$ cat src/rtl/pnl_spi_pkg.sv
package pnl_spi_pkg;

    localparam int FRAME_BITS   = 24;
    localparam int PH_LAST_BIT  = 2 * FRAME_BITS;      // last high half of the last bit
    localparam int PH_HOLD      = PH_LAST_BIT + 1;     // select held after last rising edge
    localparam int PH_GAP0      = PH_HOLD + 1;         // first deselected phase
    localparam int GAP_PHASES   = 2;                   // one full serial clock period
    localparam int NUM_PH       = PH_GAP0 + GAP_PHASES;
    localparam int PH_W         = $clog2(NUM_PH);
    localparam int MAX_WR       = 2;                   // longest built-in command
    localparam int WSEL_W       = (MAX_WR > 1) ? $clog2(MAX_WR) : 1;

    localparam logic [7:0]  SEL_PREFIX   = 8'h74;
    localparam logic [7:0]  DAT_PREFIX   = 8'h76;
    localparam logic [7:0]  REG_POWER    = 8'h11;
    localparam logic [7:0]  REG_OUTCTL   = 8'h01;
    localparam logic [15:0] POWER_ON     = 16'h0000;
    localparam logic [15:0] POWER_OFF    = 16'h0001;
    localparam logic [15:0] OUTCTL_BASE  = 16'h2AEF;

    typedef struct packed {
        logic [7:0]  idx;
        logic [15:0] val;
    } pnl_wr_t;

    typedef enum logic [1:0] {
        CMD_NONE,
        CMD_HOST,
        CMD_BOOT,
        CMD_SHUT
    } pnl_cmd_e;

    function automatic logic [15:0] mode_bits(input logic [3:0] mode);
        logic [15:0] m;
        m       = '0;
        m[8]    = mode[0];
        m[9]    = mode[1];
        m[11]   = mode[2];
        m[13]   = mode[3];
        return m;
    endfunction

    function automatic logic [15:0] outctl_value(input logic [3:0] mode);
        return (OUTCTL_BASE & ~mode_bits(4'hF)) | mode_bits(mode);
    endfunction

    function automatic logic [FRAME_BITS-1:0] sel_frame(input pnl_wr_t w);
        return {SEL_PREFIX, 8'h00, w.idx};
    endfunction

    function automatic logic [FRAME_BITS-1:0] dat_frame(input pnl_wr_t w);
        return {DAT_PREFIX, w.val};
    endfunction

endpackage

$ cat src/rtl/pnl_spi_engine.sv
module pnl_spi_engine
    import pnl_spi_pkg::*;
#(
    parameter int HALF_DIV = 7
) (
    input  logic                  clk,
    input  logic                  rst,
    input  logic                  start,
    input  logic [FRAME_BITS-1:0] frame,
    output logic                  last,
    output logic                  sclk,
    output logic                  mosi,
    output logic                  cs_n
);

    localparam int HC_W = (HALF_DIV > 1) ? $clog2(HALF_DIV) : 1;

    logic                  active;
    logic [PH_W-1:0]       ph;
    logic [HC_W-1:0]       hc;
    logic [FRAME_BITS-1:0] sh;
    logic                  ph_end;
    logic                  shift_now;
    logic                  cs_d, sclk_d, mosi_d;

    assign ph_end    = (hc == HC_W'(HALF_DIV - 1));
    assign last      = active && ph_end && (ph == PH_W'(NUM_PH - 1));
    // move to the next bit when leaving a high half that is not the last one
    assign shift_now = !ph[0] && (ph >= PH_W'(2)) && (ph <= PH_W'(PH_LAST_BIT - 2));

    always_ff @(posedge clk) begin
        if (rst) begin
            active <= 1'b0;
            ph     <= '0;
            hc     <= '0;
            sh     <= '0;
        end else if (!active) begin
            if (start) begin
                active <= 1'b1;
                ph     <= '0;
                hc     <= '0;
                sh     <= frame;
            end
        end else if (ph_end) begin
            hc <= '0;
            if (ph == PH_W'(NUM_PH - 1)) begin
                active <= 1'b0;
            end else begin
                ph <= ph + 1'b1;
            end
            if (shift_now) begin
                sh <= {sh[FRAME_BITS-2:0], 1'b0};
            end
        end else begin
            hc <= hc + 1'b1;
        end
    end

    always_comb begin
        cs_d   = !(active && (ph < PH_W'(PH_GAP0)));
        sclk_d = !(active && ph[0] && (ph <= PH_W'(PH_LAST_BIT)));
        mosi_d = active && (ph != '0) && (ph <= PH_W'(PH_HOLD)) && sh[FRAME_BITS-1];
    end

    // registered pin drivers
    always_ff @(posedge clk) begin
        if (rst) begin
            cs_n <= 1'b1;
            sclk <= 1'b1;
            mosi <= 1'b0;
        end else begin
            cs_n <= cs_d;
            sclk <= sclk_d;
            mosi <= mosi_d;
        end
    end

endmodule

$ cat src/rtl/pnl_cmd_seq.sv
module pnl_cmd_seq
    import pnl_spi_pkg::*;
(
    input  logic                  clk,
    input  logic                  rst,
    input  logic                  host_valid,
    input  pnl_wr_t               host_wr,
    input  logic                  boot_go,
    input  logic [3:0]            boot_mode,
    input  logic                  shut_go,
    input  logic                  eng_last,
    output logic                  host_ready,
    output logic                  eng_start,
    output logic [FRAME_BITS-1:0] eng_frame
);

    logic              busy;
    logic              go;
    logic              fsel;          // 0: register-select frame, 1: data frame
    logic [WSEL_W-1:0] wsel;
    logic [WSEL_W-1:0] wlast;
    pnl_wr_t           wr_q [MAX_WR];
    pnl_cmd_e          cmd;

    always_comb begin
        cmd = CMD_NONE;
        if (!busy) begin
            if (shut_go)         cmd = CMD_SHUT;
            else if (boot_go)    cmd = CMD_BOOT;
            else if (host_valid) cmd = CMD_HOST;
        end
    end

    assign host_ready = !busy && !shut_go && !boot_go;
    assign eng_start  = go;
    assign eng_frame  = fsel ? dat_frame(wr_q[wsel]) : sel_frame(wr_q[wsel]);

    always_ff @(posedge clk) begin
        if (rst) begin
            busy  <= 1'b0;
            go    <= 1'b0;
            fsel  <= 1'b0;
            wsel  <= '0;
            wlast <= '0;
            for (int i = 0; i < MAX_WR; i++) wr_q[i] <= '0;
        end else begin
            go <= 1'b0;
            if (cmd != CMD_NONE) begin
                busy <= 1'b1;
                go   <= 1'b1;
                fsel <= 1'b0;
                wsel <= '0;
                unique case (cmd)
                    CMD_SHUT: begin
                        wr_q[0] <= '{idx: REG_POWER, val: POWER_OFF};
                        wlast   <= '0;
                    end
                    CMD_BOOT: begin
                        wr_q[0] <= '{idx: REG_POWER,  val: POWER_ON};
                        wr_q[1] <= '{idx: REG_OUTCTL, val: outctl_value(boot_mode)};
                        wlast   <= WSEL_W'(1);
                    end
                    default: begin
                        wr_q[0] <= host_wr;
                        wlast   <= '0;
                    end
                endcase
            end else if (busy && eng_last) begin
                if (!fsel) begin
                    fsel <= 1'b1;
                    go   <= 1'b1;
                end else if (wsel == wlast) begin
                    busy <= 1'b0;
                end else begin
                    wsel <= wsel + 1'b1;
                    fsel <= 1'b0;
                    go   <= 1'b1;
                end
            end
        end
    end

endmodule

$ cat src/rtl/panel_spi_wr_seq.sv
module panel_spi_wr_seq
    import pnl_spi_pkg::*;
#(
    parameter int HALF_DIV = 7
) (
    input  logic        clk,
    input  logic        rst,
    input  logic        req_valid,
    output logic        req_ready,
    input  logic [7:0]  req_index,
    input  logic [15:0] req_value,
    input  logic        boot_go,
    input  logic [3:0]  boot_mode,
    input  logic        shut_go,
    output logic        spi_sclk,
    output logic        spi_mosi,
    output logic        spi_cs_n,
    input  logic        spi_miso
);

    pnl_wr_t               host_wr;
    logic                  eng_start;
    logic                  eng_last;
    logic [FRAME_BITS-1:0] eng_frame;

    assign host_wr = '{idx: req_index, val: req_value};

    pnl_cmd_seq u_seq (
        .clk        (clk),
        .rst        (rst),
        .host_valid (req_valid),
        .host_wr    (host_wr),
        .boot_go    (boot_go),
        .boot_mode  (boot_mode),
        .shut_go    (shut_go),
        .eng_last   (eng_last),
        .host_ready (req_ready),
        .eng_start  (eng_start),
        .eng_frame  (eng_frame)
    );

    pnl_spi_engine #(
        .HALF_DIV (HALF_DIV)
    ) u_eng (
        .clk   (clk),
        .rst   (rst),
        .start (eng_start),
        .frame (eng_frame),
        .last  (eng_last),
        .sclk  (spi_sclk),
        .mosi  (spi_mosi),
        .cs_n  (spi_cs_n)
    );

endmodule

$ cat config.mk
export PLATFORM = sky130hd
export DESIGN_NAME = panel_spi_wr_seq
export DESIGN_NICKNAME = d
export VERILOG_FILES = /design/src/rtl/pnl_spi_pkg.sv /design/src/rtl/pnl_spi_engine.sv /design/src/rtl/pnl_cmd_seq.sv /design/src/rtl/panel_spi_wr_seq.sv
export SDC_FILE = /design/constraint.sdc
export NUM_CORES = 1
export LEC_CHECK = 0
export BUFFER_PORTS_ARGS = -buffer_cell sky130_fd_sc_hd__buf_2
export CAP_MARGIN = 10
export CORE_MARGIN = 2
export CORE_UTILIZATION = 52
export CTS_CLUSTER_DIAMETER = 50
export DETAILED_ROUTE_END_ITERATION = 6
export HOLD_SLACK_MARGIN = 0.06
export PLACE_DENSITY = 0.75
export SLEW_MARGIN = 30
export SYNTH_ARGS = -nofsm -noshare
export SYNTH_HDL_FRONTEND = slang
export SYNTH_SLANG_ARGS = --single-unit
$ cat constraint.sdc
create_clock -name clk -period 1.93 [get_ports clk]
set_input_delay 0.193 -clock clk [delete_from_list [all_inputs] [get_ports clk]]
set_output_delay 0.193 -clock clk [all_outputs]
set_load 0.01 [all_outputs]
After elaboration in Yosys (flattened, before gate mapping):

Memory sizes are Yosys's and may differ from the RTL's. A register that Yosys moved wholly into a read port is not among the register bits.
Index checks and enable logic that the tools add are counted.
Widths: inputs -> output; s select.

* bitwise gates (word level): 5
* order comparisons: 5
* reductions and logical operators: 31
* $add $sub $neg: 3
* eq/ne operators: 8
* shifts and indexed selects: 0
* divide/modulo/power cells: 0
* $mul: 0
* mux-type cells: 50

Operators by type and width (number)
* $mux 24: 8
* $mux 1: 31
* $mux 6: 4
* $le 6x6->1 const B: 3
* $mux 18: 1
* $logic_and 1x1->1: 13
* $reduce_and 3->1: 4
* $reduce_bool 2->1: 5
* $mux 3: 3
* $add 6x1->6 const B: 1
* $eq 6x6->1 const B: 1
* $ge 6x2->1 const B: 1
* $logic_not 1->1: 6
* $lt 6x6->1 const B: 1
* $mux 2: 3
* $ne 2x2->1 const B: 3
* $reduce_bool 6->1: 1
* $eq 2x2->1 const B: 2
* $or 1x1->1: 4
* $reduce_or 2->1: 2
* $add 3x1->3 const B: 1
* $eq 3x3->1 const B: 1
* $add 1x1->1 const B: 1
* $eq 1x1->1: 1
* $not 1->1: 1

* latch bits: 0
* logic and storage cells: 115
* flip-flop bits (word level): 42
* input bits: 34
* memory bits (read-only): 0
* memories: 1
* bits in writable memories: 48
* output and inout bits: 4

Memories
* u_seq.wr_q: depth 2, bits a word 24, read ports 1, clocked after memory_dff 1, wr ports 2, line pnl_cmd_seq.sv:22 `pnl_wr_t wr_q [MAX_WR];`

Longest topological paths before layout:

* depth in word-level cells: 12
* gate-level depth with buffers: 8

Cells and area by module:

A second synthesis with hierarchy kept.

* cells, all modules: 306
* area, all modules: 3433.3 um^2

Modules (own cells, without submodules)
* pnl_cmd_seq: area an instance 1720.4 um^2, cells an instance 146, times used 1, seq. area each 991.0 um^2
* pnl_spi_engine: area an instance 1712.9 um^2, cells an instance 160, times used 1, seq. area each 740.7 um^2

Least setup slack after synthesis:

No wires, ideal clock.

* kind: input-to-reg
* start: in rst
* end: mem u_seq.wr_q[0][0] (netlist name), enable pin
* path slack: 0.089 ns
* arrival time: 1.461 ns
* stages on the path: 4
* cells stage by stage: clkbuf_1 clkbuf_1 nor2_1 inv_1

RTL lines
* start, declared: line panel_spi_wr_seq.sv:7 `input logic rst,`
* end, declared: line pnl_cmd_seq.sv:22

Final worst setup path:

* start: reg u_eng.ph[0]
* end: reg u_eng.sh[1]

* word-level cells in the longest chain between the ends: 5
* elaborated cells on any way between the ends: 7

Ends and longest elaborated chain
* start, declared: line pnl_spi_engine.sv:19 `logic [PH_W-1:0] ph;`
* start signal, assigned: line pnl_spi_engine.sv:49 `ph <= ph + 1'b1;`
* $ge 6x2->1 / $logic_not 1->1 (equally long branches): line pnl_spi_engine.sv:29 `assign shift_now = !ph[0] && (ph >= PH_W'(2)) && (ph <= PH_W'(PH_LAST_BIT - 2));`
* $logic_and 1x1->1: line pnl_spi_engine.sv:29
* $logic_and 1x1->1 *: line pnl_spi_engine.sv:29
* $ne 2x2->1 (no source line) *
* $reduce_and 3->1 (no source line) *
* end signal, assigned: line pnl_spi_engine.sv:42 `sh <= frame;`
* end signal, assigned: line pnl_spi_engine.sv:52 `sh <= {sh[FRAME_BITS-2:0], 1'b0};`
* end, declared: line pnl_spi_engine.sv:21 `logic [FRAME_BITS-1:0] sh;`

Mark *: on every way between the ends. The rest lies on a longest branch, timed or not.
A chain may end at the register's enable or synchronous reset.

==> out/metrics.yaml <==
final_layout:
  layout-drive-gt1-share_pct: 27.3
  fillers: 485
  utilization_pct: 64.3
  area_growth_pct: 20.6
  insertedDiodeCount: 0
  num-nets-final: 415
pwr:
  switching_share_pct: 22.8
  pwr-share-clk_pct: 42.4
  p_int_mw: 2.63
  p_leak_nw: 1.58
  vdd_drop_max_v: 0.000720
  seqPwrFrac_pct: 49.7
  switchingPower_mw: 0.777
  powerDensity_mw_per_mm2: 844
  power_mw: 3.41
  share_comb_of_total_power_pct: 7.9
sta:
  period_share_pct: 97.5
  post-route-min-period_ps: 1880
  slew_headroom_pct: 62.6
  finalHoldWorstSlack_ps: 114
  final-setup-viol-count: 0
  max_freq_mhz: 531
  finalHoldViolCount: 0
  slew_viol_final: 0
  fin_ws_ps: 48.2
  fin_tns_setup_ps: 0
  finalClockSkew_ps: 8.54
  tightest_slew_ps: 562
synthesis:
  yosys_warnings: 0
  yosysSeqAreaShare_pct: 51.7
  synth_edf_count: 29
  ys_ff_latch: 72
  syn_avg_cell_area_um2: 10.4
  syn_area_mm2: 0.00335
  syn-num-nets: 362
  synth.distinct_cells: 50
  async_reset_ff_share_pct: 0
  synthCells: 323
  synth_top_flop_cell: "dfxtp_1"
routing:
  vias: 2634
  drt_iter0_markers: 162
  wire_per_inst_um: 15.1
  first_pass_iters: 4
  detail-route-antenna-nets: 0
  wl_um: 6940
  drcViolationCount: 0
  viasPerCell: 5.75
global_routing:
  grt_pass1_wl_um: 11300
  antenna_found_initial: 0
  grt_max_degree: 39
  grt_pass1_vias: 2485
  track_usage_pct: 19.7
  grt_overflow: 0
critical_path:
  r2r_slack_ps: 50
  endpoint_kind: "flip-flop"
  crit_fanout: 6
  path_buf_inv: 2
  required_ps: 2220
  start_kind: "flip-flop"
  critical_path.top_delay_family: "compound AO/OA/AOI/OAI gates"
  crit_chain: "inv_1 -> ha_1 -> nor2_1 -> a2111o_2 -> buf_4 -> a2111oi_4 -> a41o_1"
  crit_type: "flip-flop to flip-flop"
  cp.arrival_ps: 2170
  slowest_stage: "a2111o_2"
  slowest_delay_ps: 510
clock_tree:
  clock-sinks: 72
  holdBufCountCts: 0
  clockBufferDepth: 2
  cts_tree: "built"
  clkLatencyLatePin_ps: 350
  h-tree-depth: 3
  cts_made_buffers: 9
  clk_pin_slew_ps: 80
  cts_root_buf: "clkbuf_8"
die:
  ios: 38
  die_w_um: 84.2
  rows: 29
  start_util_pct: 53.3
  core_area_mm2: 0.00628
  die_h_um: 84.2
  die_area_mm2: 0.00709
run:
  max-cap-violations: 0
placed_design:
  portBuffers: 36
  place.gp.congestion: 0.832
  place_hpwl_um: 4520
  place_ws_ps: -132
worst_hold_path:
  worstHoldPathType: "input port to flip-flop"
status:
  status: "finished, final reports clean"
per-layer routing:
layer  vias up  global-route usage (%)  part of all wire, %
li1       1303                       -                    -
met1      1229                    24.7                   44
met2        80                    32.8                   50
met3        22                    4.13                  4.3
met4         0                    8.50                  2.2
met5         -                       0                    0
what timing repair did:
item / 4_1_cts / 5_1_grt
setup buffers: 0 / 3
setup endpoints to repair: 13 / 45
cloned: 0 / 1
resized for setup: 3 / 7
placed cells by master (no fill, tap or decap), drive strengths merged, types with 7 or more instances in the layout:
master	n
a21oi	20
mux2i	8
buf	63
nor3	27
dfxtp	43
a2111oi	7
and2	26
edfxtp	29
nand2	17
nor2	34
a211oi	11
clkbuf	9
cell families (layout without fill, tap and decap cells):
family,count (synthesis),in the layout,share of synthesized area (%)
AND/OR/NAND/NOR,133,133,21.3
flip-flops,72,72,51.7
AO/OA/AOI/OAI,66,67,15.8
buffers and inverters,29,86,3.78
multiplexers,14,14,4.41
adder cells (fa/ha/maj),5,5,1.87
XOR/XNOR,4,4,1.05
state kept, by name, indices dropped and copies added (netlist names), named ones only:
register and count:
u_seq.wr_q 29, u_eng.sh 24, u_eng.ph 6, u_eng.hc 3, u_eng.active 1, u_eng.cs_n 1
u_eng.mosi 1, u_eng.sclk 1, u_seq.busy 1, u_seq.eng_start 1, u_seq.fsel 1, u_seq.wlast 1
u_seq.wsel 1
stage by stage:
stage          instances  cell area [um^2]
3_5_place_dp         438              3700
5_1_grt              458              4040
6_report             458              4040
2_1_floorplan        323              3350
4_1_cts              454              3960
3_3_place_gp         438              3700
area by class of cell:
| class | count | area (um^2) | share of cell area (%) |
|---|---|---|---|
| flip-flops and latches | 72 | 1730 | 42.9 |
| repair buffers | 63 | 383 | 9.49 |
| inverters | 7 | 30.0 | 0.744 |
| clock buffers | 9 | 124 | 3.07 |
| clock inverters | 7 | 120 | 2.98 |
| multi-input cells | 223 | 1550 | 38.4 |
| well taps | 77 | 96.3 | 2.39 |
synth_stat cells (8+ instances only):
cell type / n / share of area (%)
dfxtp_1: 43 / 26
nor2_1: 34 / 3.8
edfxtp_1: 29 / 26
nor3_1: 27 / 4.0
and2_1: 26 / 4.9
a21oi_1: 20 / 3.0
nand2_1: 16 / 1.8
clkbuf_1: 14 / 1.6
a211oi_1: 11 / 2.5
mux2i_1: 8 / 2.4
power groups by stage:
| stage | Clock (mW) | Combinational [mW] | Sequential, mW |
|---|---|---|---|
| floorplan | 0 | 0.167 | 1.72 |
| global placement | 0 | 0.245 | 1.72 |
| detailed placement | 0 | 0.254 | 1.73 |
| CTS | 1.46 | 0.257 | 1.69 |
| global route | 1.52 | 0.300 | 1.70 |
| finish | 1.45 | 0.268 | 1.69 |
worst paths after layout:
check               start           endpoint  cells after the start
max           u_eng.ph[0]        u_eng.sh[1]                      7
min          boot_mode[2]  u_seq.wr_q[1][11]                      2
max reg2reg   u_eng.ph[0]        u_eng.sh[1]                      7
min reg2reg  u_eng.sh[22]       u_eng.sh[23]                      2
Power figures use the tool's default switching activity.
